**src/rtl/phase_slew_pkg.sv**
```systemverilog
package phase_slew_pkg;
  localparam int unsigned REQ_N   = 2;
  localparam int unsigned REQ_INC = 0;
  localparam int unsigned REQ_DEC = 1;

  // clocks per one-period step = 2^(base + per_code*code)
  function automatic int unsigned slew_log2(input logic [1:0] code,
                                            input int unsigned base,
                                            input int unsigned per_code);
    return base + per_code * int'(code);
  endfunction
endpackage

```
**src/rtl/ps_sync.sv**
```systemverilog
module ps_sync #(
  parameter int unsigned STAGES = 2
) (
  input  logic clk_i,
  input  logic rst_ni,
  input  logic d_i,
  output logic q_o
);
  logic [STAGES-1:0] sr_q;

  always_ff @(posedge clk_i or negedge rst_ni) begin
    if (!rst_ni) sr_q <= '0;
    else         sr_q <= {sr_q[STAGES-2:0], d_i};
  end

  assign q_o = sr_q[STAGES-1];
endmodule

```
**src/rtl/ps_pulse_qual.sv**
```systemverilog
module ps_pulse_qual (
  input  logic clk_i,
  input  logic rst_ni,
  input  logic req_i,
  input  logic other_i,
  output logic valid_o
);
  logic prev_q, armed_q, armed_d;
  logic rise, fall;

  assign rise = req_i & ~prev_q;
  assign fall = ~req_i & prev_q;

  always_comb begin
    armed_d = armed_q;
    if (rise)                armed_d = ~other_i;
    else if (req_i & other_i) armed_d = 1'b0;
    else if (fall)           armed_d = 1'b0;
  end

  always_ff @(posedge clk_i or negedge rst_ni) begin
    if (!rst_ni) begin
      prev_q  <= 1'b0;
      armed_q <= 1'b0;
    end else begin
      prev_q  <= req_i;
      armed_q <= armed_d;
    end
  end

  // accepted on the fall, opposite side still low
  assign valid_o = fall & armed_q & ~other_i;
endmodule

```
**src/rtl/ps_target.sv**
```systemverilog
module ps_target #(
  parameter int unsigned OFS_W = 12,
  parameter int unsigned STEP  = 2
) (
  input  logic                    clk_i,
  input  logic                    rst_ni,
  input  logic                    inc_i,
  input  logic                    dec_i,
  input  logic                    hold_i,
  output logic signed [OFS_W-1:0] target_o
);
  localparam logic signed [OFS_W:0] HI  = {2'b00, {(OFS_W-1){1'b1}}};
  localparam logic signed [OFS_W:0] LO  = {2'b11, {(OFS_W-1){1'b0}}};
  localparam logic signed [OFS_W:0] STP = (OFS_W+1)'(STEP);

  logic signed [OFS_W-1:0] tgt_q;
  logic signed [OFS_W:0]   ext, sum;
  logic                    upd;

  assign ext = {tgt_q[OFS_W-1], tgt_q};
  assign upd = ~hold_i & (inc_i ^ dec_i);

  always_comb begin
    if (inc_i) sum = ext + STP;
    else       sum = ext - STP;
    if (sum > HI)      sum = HI;
    else if (sum < LO) sum = LO;
  end

  always_ff @(posedge clk_i or negedge rst_ni) begin
    if (!rst_ni)  tgt_q <= '0;
    else if (upd) tgt_q <= sum[OFS_W-1:0];
  end

  assign target_o = tgt_q;
endmodule

```
**src/rtl/ps_slew.sv**
```systemverilog
module ps_slew #(
  parameter int unsigned OFS_W    = 12,
  parameter int unsigned BASE_LOG2 = 2,
  parameter int unsigned PER_CODE  = 2
) (
  input  logic                    clk_i,
  input  logic                    rst_ni,
  input  logic [1:0]              bw_sel_i,
  input  logic signed [OFS_W-1:0] target_i,
  output logic signed [OFS_W-1:0] offset_o,
  output logic                    busy_o,
  output logic                    step_o
);
  import phase_slew_pkg::*;
  localparam int unsigned CW = BASE_LOG2 + PER_CODE * 3;

  logic signed [OFS_W-1:0] ofs_q;
  logic [CW-1:0]           cnt_q, lim;
  logic                    step_q, up;

  always_comb lim = CW'((1 << slew_log2(bw_sel_i, BASE_LOG2, PER_CODE)) - 1);

  assign busy_o = (ofs_q != target_i);
  assign up     = (target_i > ofs_q);

  always_ff @(posedge clk_i or negedge rst_ni) begin
    if (!rst_ni) begin
      ofs_q  <= '0;
      cnt_q  <= '0;
      step_q <= 1'b0;
    end else if (!busy_o) begin
      cnt_q  <= '0;
      step_q <= 1'b0;
    end else if (cnt_q >= lim) begin
      // >= covers a code change to a shorter interval mid-count
      cnt_q  <= '0;
      step_q <= 1'b1;
      ofs_q  <= up ? ofs_q + 1'b1 : ofs_q - 1'b1;
    end else begin
      cnt_q  <= cnt_q + 1'b1;
      step_q <= 1'b0;
    end
  end

  assign offset_o = ofs_q;
  assign step_o   = step_q;
endmodule

```
**src/rtl/phase_slew_ctrl.sv**
```systemverilog
module phase_slew_ctrl #(
  parameter int unsigned OFS_W     = 12,
  parameter int unsigned STEP      = 2,
  parameter int unsigned SYNC_N    = 2,
  parameter int unsigned BASE_LOG2 = 2,
  parameter int unsigned PER_CODE  = 2
) (
  input  logic                    clk_i,
  input  logic                    rst_ni,
  input  logic                    inc_req_i,
  input  logic                    dec_req_i,
  input  logic                    hold_i,
  input  logic [1:0]              bw_sel_i,
  output logic signed [OFS_W-1:0] offset_o,
  output logic                    busy_o,
  output logic                    step_o
);
  import phase_slew_pkg::*;

  logic [REQ_N-1:0] req_raw, req_s, req_v;
  logic signed [OFS_W-1:0] target_q;

  assign req_raw[REQ_INC] = inc_req_i;
  assign req_raw[REQ_DEC] = dec_req_i;

  for (genvar g = 0; g < REQ_N; g++) begin : g_req
    ps_sync #(.STAGES(SYNC_N)) u_sync (
      .clk_i (clk_i),
      .rst_ni(rst_ni),
      .d_i   (req_raw[g]),
      .q_o   (req_s[g])
    );
    ps_pulse_qual u_qual (
      .clk_i  (clk_i),
      .rst_ni (rst_ni),
      .req_i  (req_s[g]),
      .other_i(req_s[REQ_N-1-g]),
      .valid_o(req_v[g])
    );
  end

  ps_target #(.OFS_W(OFS_W), .STEP(STEP)) u_target (
    .clk_i   (clk_i),
    .rst_ni  (rst_ni),
    .inc_i   (req_v[REQ_INC]),
    .dec_i   (req_v[REQ_DEC]),
    .hold_i  (hold_i),
    .target_o(target_q)
  );

  ps_slew #(.OFS_W(OFS_W), .BASE_LOG2(BASE_LOG2), .PER_CODE(PER_CODE)) u_slew (
    .clk_i   (clk_i),
    .rst_ni  (rst_ni),
    .bw_sel_i(bw_sel_i),
    .target_i(target_q),
    .offset_o(offset_o),
    .busy_o  (busy_o),
    .step_o  (step_o)
  );
endmodule

```
**config.mk**
```make
export PLATFORM = sky130hd
export DESIGN_NAME = phase_slew_ctrl
export DESIGN_NICKNAME = d
export VERILOG_FILES = /design/src/rtl/phase_slew_pkg.sv /design/src/rtl/ps_sync.sv /design/src/rtl/ps_pulse_qual.sv /design/src/rtl/ps_target.sv /design/src/rtl/ps_slew.sv /design/src/rtl/phase_slew_ctrl.sv
export SDC_FILE = /design/constraint.sdc
export NUM_CORES = 1
export LEC_CHECK = 0
export ABC_AREA = 1
export BUFFER_PORTS_ARGS = -buffer_cell sky130_fd_sc_hd__clkbuf_2
export CAP_MARGIN = 20
export CORE_AREA = 2 2 109 111
export DETAILED_ROUTE_END_ITERATION = 10
export DIE_AREA = 0 0 111 113
export PLACE_DENSITY = 0.56
export SYNTH_ARGS = -nofsm -noshare
export SYNTH_HDL_FRONTEND = slang
export SYNTH_SLANG_ARGS = --single-unit
export TNS_END_PERCENT = 100
```
**constraint.sdc**
```tcl
create_clock -name clk_i -period 8.37 [get_ports clk_i]
set_clock_uncertainty 0.2 [all_clocks]
set_input_delay 0.837 -clock clk_i [delete_from_list [all_inputs] [get_ports clk_i]]
set_output_delay 0.837 -clock clk_i [all_outputs]
set_load 0.01 [all_outputs]
```
== Word-level counts from Yosys, hierarchy flattened ==
Index checks and enable logic that the tools add are counted.

* Memories kept: 0
* Bits in read-only memories: 0
* Output and inout bits: 14
* Word-level logic and storage cells: 56
* Bits of input ports: 7
* Register bits: 41
* Bits in latches: 0
* Bits in writable memories: 0

* Bitwise gates (word level): 16
* Muxes and demuxes: 14
* Equality and inequality tests: 1
* Order comparisons: 4
* Div/mod/pow operators: 0
* $mul: 0
* Shift-type cells: 1
* Add/sub/neg operators: 7
* Reduce and logical (&&, ||, !) cells: 3

{| class="wikitable"
|+ Operators with widths
! operator !! number
|-
| 2-to-1 mux 12 bit || 3
|-
| left shift 1 x 32 -> 8 bit (first input constant) || 1
|-
| 2-to-1 mux 8 bit || 2
|-
| adder 12 x 3 -> 13 bit (second input constant) || 1
|-
| greater-than comparator 13 x 12 -> 1 bit (second input constant) || 1
|-
| < comparator 13 x 12 -> 1 bit (second input constant) || 1
|-
| 2-to-1 mux 13 bit || 1
|-
| subtractor 12 x 3 -> 13 bit (second input constant) || 1
|-
| adder 12 x 1 -> 12 bit (second input constant) || 1
|-
| greater-than comparator 12 bit || 1
|-
| inequality test 12 bit || 1
|-
| subtractor 12 x 1 -> 12 bit (second input constant) || 1
|-
| bitwise AND 1 bit || 10
|-
| adder 8 x 1 -> 8 bit (second input constant) || 1
|-
| greater-or-equal comparator 8 bit || 1
|-
| 2-to-1 mux 1 bit || 8
|-
| subtractor 8 x 2 -> 8 bit (second input constant) || 1
|-
| nonzero test 3 bit || 2
|-
| inverter 1 bit || 5
|-
| adder 2 x 3 -> 4 bit (first input constant) || 1
|-
| AND reduction 2 bit || 1
|-
| XOR 1 bit || 1
|}

== Longest topological paths before layout ==
* Word-level depth: 8
* Depth in mapped cells: 21
* Depth with buffers taken out: 20

== By module ==
A second synthesis with hierarchy kept.

* Cells, all modules: 480
* Area total of the unflattened synthesis: 3468.3 um2

{| class="wikitable"
|+ By module, submodules not included
! module !! instances !! cells each !! area each (um2) !! sequential area each (um2)
|-
| ps_slew || 1 || 233 || 1861.8 || 525.5
|-
| ps_target || 1 || 211 || 1263.7 || 300.3
|-
| ps_pulse_qual || 2 || 16 || 121.4 || 50.0
|-
| ps_sync || 2 || 2 || 50.0 || 50.0
|}

== Worst setup path before layout ==
Ideal clock, no wire load.

* Kind: register -> register
* Start: reg u_slew.ofs_q[9] (netlist: u_slew.offset_o[9])
* End: reg u_slew.ofs_q[9] (netlist: u_slew.offset_o[9])
* Buffers on the path: 0
* Arrival time: 2884 ps
* Required time: 8088 ps
* Slack: 5204 ps
* Library setup time: 82 ps
* Stages on the path, launching flop included: 17
* Clock period less this slack: 3166 ps
* Cells stage by stage: dfrtp_1 -> inv_1 -> ha_1 -> a21oi_1 -> o21ai_0 -> nor2_1 -> nand3_1 -> nand2_1 -> nand3_1 -> ha_1 -> a21oi_1 -> nand2_1 -> a21boi_0 -> o21ai_0 -> nand2_1 -> nand4_1 -> a31oi_1

* Cells in the longest elaborated chain, start to end: 2
* Elaborated cells between the ends (all ways): 6
* Classes of those cells: 2 x add/sub; 1 x order compare; 1 x eq/ne; 1 x mux; 1 x reduce/logical

{| class="wikitable"
|+ Ends and longest elaborated chain
! element !! RTL line !! RTL
|-
| start: declaration || ps_slew.sv:17 || <nowiki>logic signed [OFS_W-1:0] ofs_q;</nowiki>
|-
| start signal: assignment || ps_slew.sv:38 || <nowiki>ofs_q <= up ? ofs_q + 1'b1 : ofs_q - 1'b1;</nowiki>
|-
| subtractor 12 x 1 -> 12 bit, or another cell as far along || ps_slew.sv:38 ||
|-
| 2-to-1 mux 12 bit or AND reduction 2 bit (tied branches) || - ||
|}

Parallel ways exist; a longest one is shown, timed or not.
A chain may end at the register's enable or synchronous reset.

== Worst setup path in the final report ==
Ends and elaborated chain as after synthesis.

==> results_dict.tcl <==
set metrics [dict create \
    status "finished, final reports clean" \
    worstPathArrival_ns 3.66 \
    post-route-min-period_ns 3.69 \
    avgSynthCellArea_um2 7.43 \
    clk_pin_slew_ns 0.06 \
    worstPathCellList "inv_1 > ha_1 > a21oi_1 > o21ai_0 > nor2_1 > nand3_1 > nand2_1 > nand3_1 > ha_1 > a21oi_1 > nand2_1 > a21boi_0 > o21ai_0 > nand2_1 > nand3_1 > nand2_1 > a31oi_1" \
    wl_um 7130 \
    slowest_stage "ha_1" \
    synthTopCellsByArea "dfrtp_1 31%, ha_1 16%, nand2_1 12%, inv_1 6.9%, nor2_1 4.9%" \
    cts_max_level 2 \
    hpwl_um 5680 \
    cts_resized 0 \
    rsz0062_at_grt "false" \
    post-route-period-util_pct 44.1 \
    syn_inst 451 \
    worstMarginPinSlew_ns 0.529 \
    final_nets 529 \
    critPathMostFrequentCell "nand2_1" \
    grt_max_degree 42 \
    grt_usage_pct 12.0 \
    dr_total_vias 2876 \
    synth_top_cell_by_area "dfrtp_1" \
    routed_via_density 4.64 \
    path_class "flop to flop" \
    ys_seq_area_share_pct 30.6 \
    yosysTopAreaCellShare_pct 30.6 \
    grt_pass1_wl_um 12400 \
    numCtsBuffers 5 \
    io_pins 21 \
    yosys_warnings 0 \
    syn-num-nets 504 \
    start_util_pct 29.7 \
    worstPathRequired_ns 8.34 \
    critPathMaxFanout 11 \
    hold_buffers 0 \
    grt_pass1_vias 2745 \
    routabilityCongestion 0.796 \
    setup_tns_ns 0 \
    ant_nets 0 \
    drcViolationCount 0 \
    globalRouteOverflowTotal 0 \
    top_layer "met4" \
    first_pass_iters 5 \
    std_cell_rows 39 \
    root_buffer "clkbuf_16" \
    slew_viol_final 0 \
    cts_setup_buffers 0 \
    min_path_type "flop to flop" \
    wl_per_cell_um 11.5 \
    endpoint_kind "flop" \
    max_freq_mhz 271 \
    setup_viol 0 \
    hold_ws_ns 0.153 \
    coreArea_um2 11300 \
    met3_length_um 278 \
    critPathLaunchType "flop" \
    hold_viol_final 0 \
    critPathMaxStageDelay_ns 0.50 \
    clock_path_buffers 2 \
    io_buffers 20 \
    die_w_um 111 \
    cts_sinks 41 \
    ys_types 34 \
    drv_cap 0 \
    drive_gt1_share_pct 12.6 \
    wl_met2_um 3250 \
    insertion_delay_ns 0.29 \
    maxSlewHeadroom_pct 64.6 \
    antenna_cells 0 \
    first_iter_violations 140 \
    critPathTopFamily "simple AND/OR/NAND/NOR gates" \
    ys_ff_latch 41 \
    grt_antenna_before_repair 0 \
    fp.dieH_um 113 \
    path_buf_inv 1 \
    die_area_um2 12500 \
    area_delta_synth_final_pct 12.9 \
    cts_tree "built" \
    wl_met1_um 3530 \
    synth_area_um2 3350 \
]
## metrics by stage
stage          util (%)  area, um^2  std cells  setup WS, ns
2_1_floorplan         -        3350        451          5.20
3_3_place_gp       32.0        3610        611          4.88
5_1_grt            33.5        3780        620          4.29
4_1_cts            33.3        3750        619          4.66
6_report           33.5        3780        620          4.68
3_5_place_dp       32.0        3610        611          4.72
## placed cells by master, fill, tap and decap left out, types with 4 or more instances in the layout
cell type and count:
nand2_1 107, inv_1 62, nor2_1 44, ha_1 44, dfrtp_1 41, a21oi_1 30, nand3_1 24, clkbuf_2 20
o21ai_0 17, nand4_1 14, nand2_2 11, xor2_1 8, a21oi_2 8, xnor2_1 6, clkbuf_16 5, nand3b_1 4
## registers in the layout, summed over array words and instances (netlist names)
register              flops
g_req.u_qual.armed_q      2
g_req.u_qual.prev_q       2
g_req.u_sync.sr_q         4
u_slew.cnt_q              8
u_slew.offset_o          12
u_slew.step_o             1
u_target.target_o        12
## cells in the mapped netlist, drive strengths merged
cell	number
xnor2	6
ha	44
clkbuf	2
nand4	14
inv	65
nor3b	1
a21boi	1
o21ai	19
nand3	27
buf	1
a21oi	38
xor2	9
nand3b	4
o21a	2
or2	1
o21bai	2
and3	1
a31oi	1
nand2	118
conb	2
nor3	2
dfrtp	41
clkinv	1
nor2	47
fa	2
## layer usage
layer	vias to the layer above	global-route usage, %
met5	-	0
met4	0	2.75
met3	8	2.84
met2	42	19.8
met1	1305	16.0
li1	1521	-
## cell type report
cell class / instances / area [um^2]
Sequential cell: 41 / 1030
Clock inverter: 3 / 17.5
Fill cell: 1197 / 7490
Clock buffer: 5 / 125
Inverter: 66 / 248
Timing Repair Buffer: 21 / 128
Multi-Input combinational cell: 341 / 2060
Tap cell: 143 / 179
## worst paths after layout
kind | to | cells after the start | from | slack, ns
setup / recovery | u_slew.offset_o[9] | 17 | u_slew.offset_o[9] | 4.68
hold / removal | g_req[0].u_sync.sr_q[1] | 0 | g_req[0].u_sync.sr_q[0] | 0.15
setup reg to reg | u_slew.offset_o[9] | 17 | u_slew.offset_o[9] | 4.68
hold reg to reg | g_req[0].u_sync.sr_q[1] | 0 | g_req[0].u_sync.sr_q[0] | 0.15
max in group asynchronous | u_target.target_o[6] | 2 | rst_ni | 7.16
min in group asynchronous | u_slew.cnt_q[3] | 1 | rst_ni | 0.31
## logic make-up after synthesis
kind of cell | synth area share, %
AOI/OAI and AO/OA | 10.8
xor gates and xnor gates | 4.15
adders and majority gates | 17.6
buffers and inverters | 7.96
DFF | 30.6
other | 0.224
and+or+nand+nor | 28.6
Power is left out: the tool's default activity adds up to more than one toggle a clock period on the data nets, which glitch-free logic cannot reach.
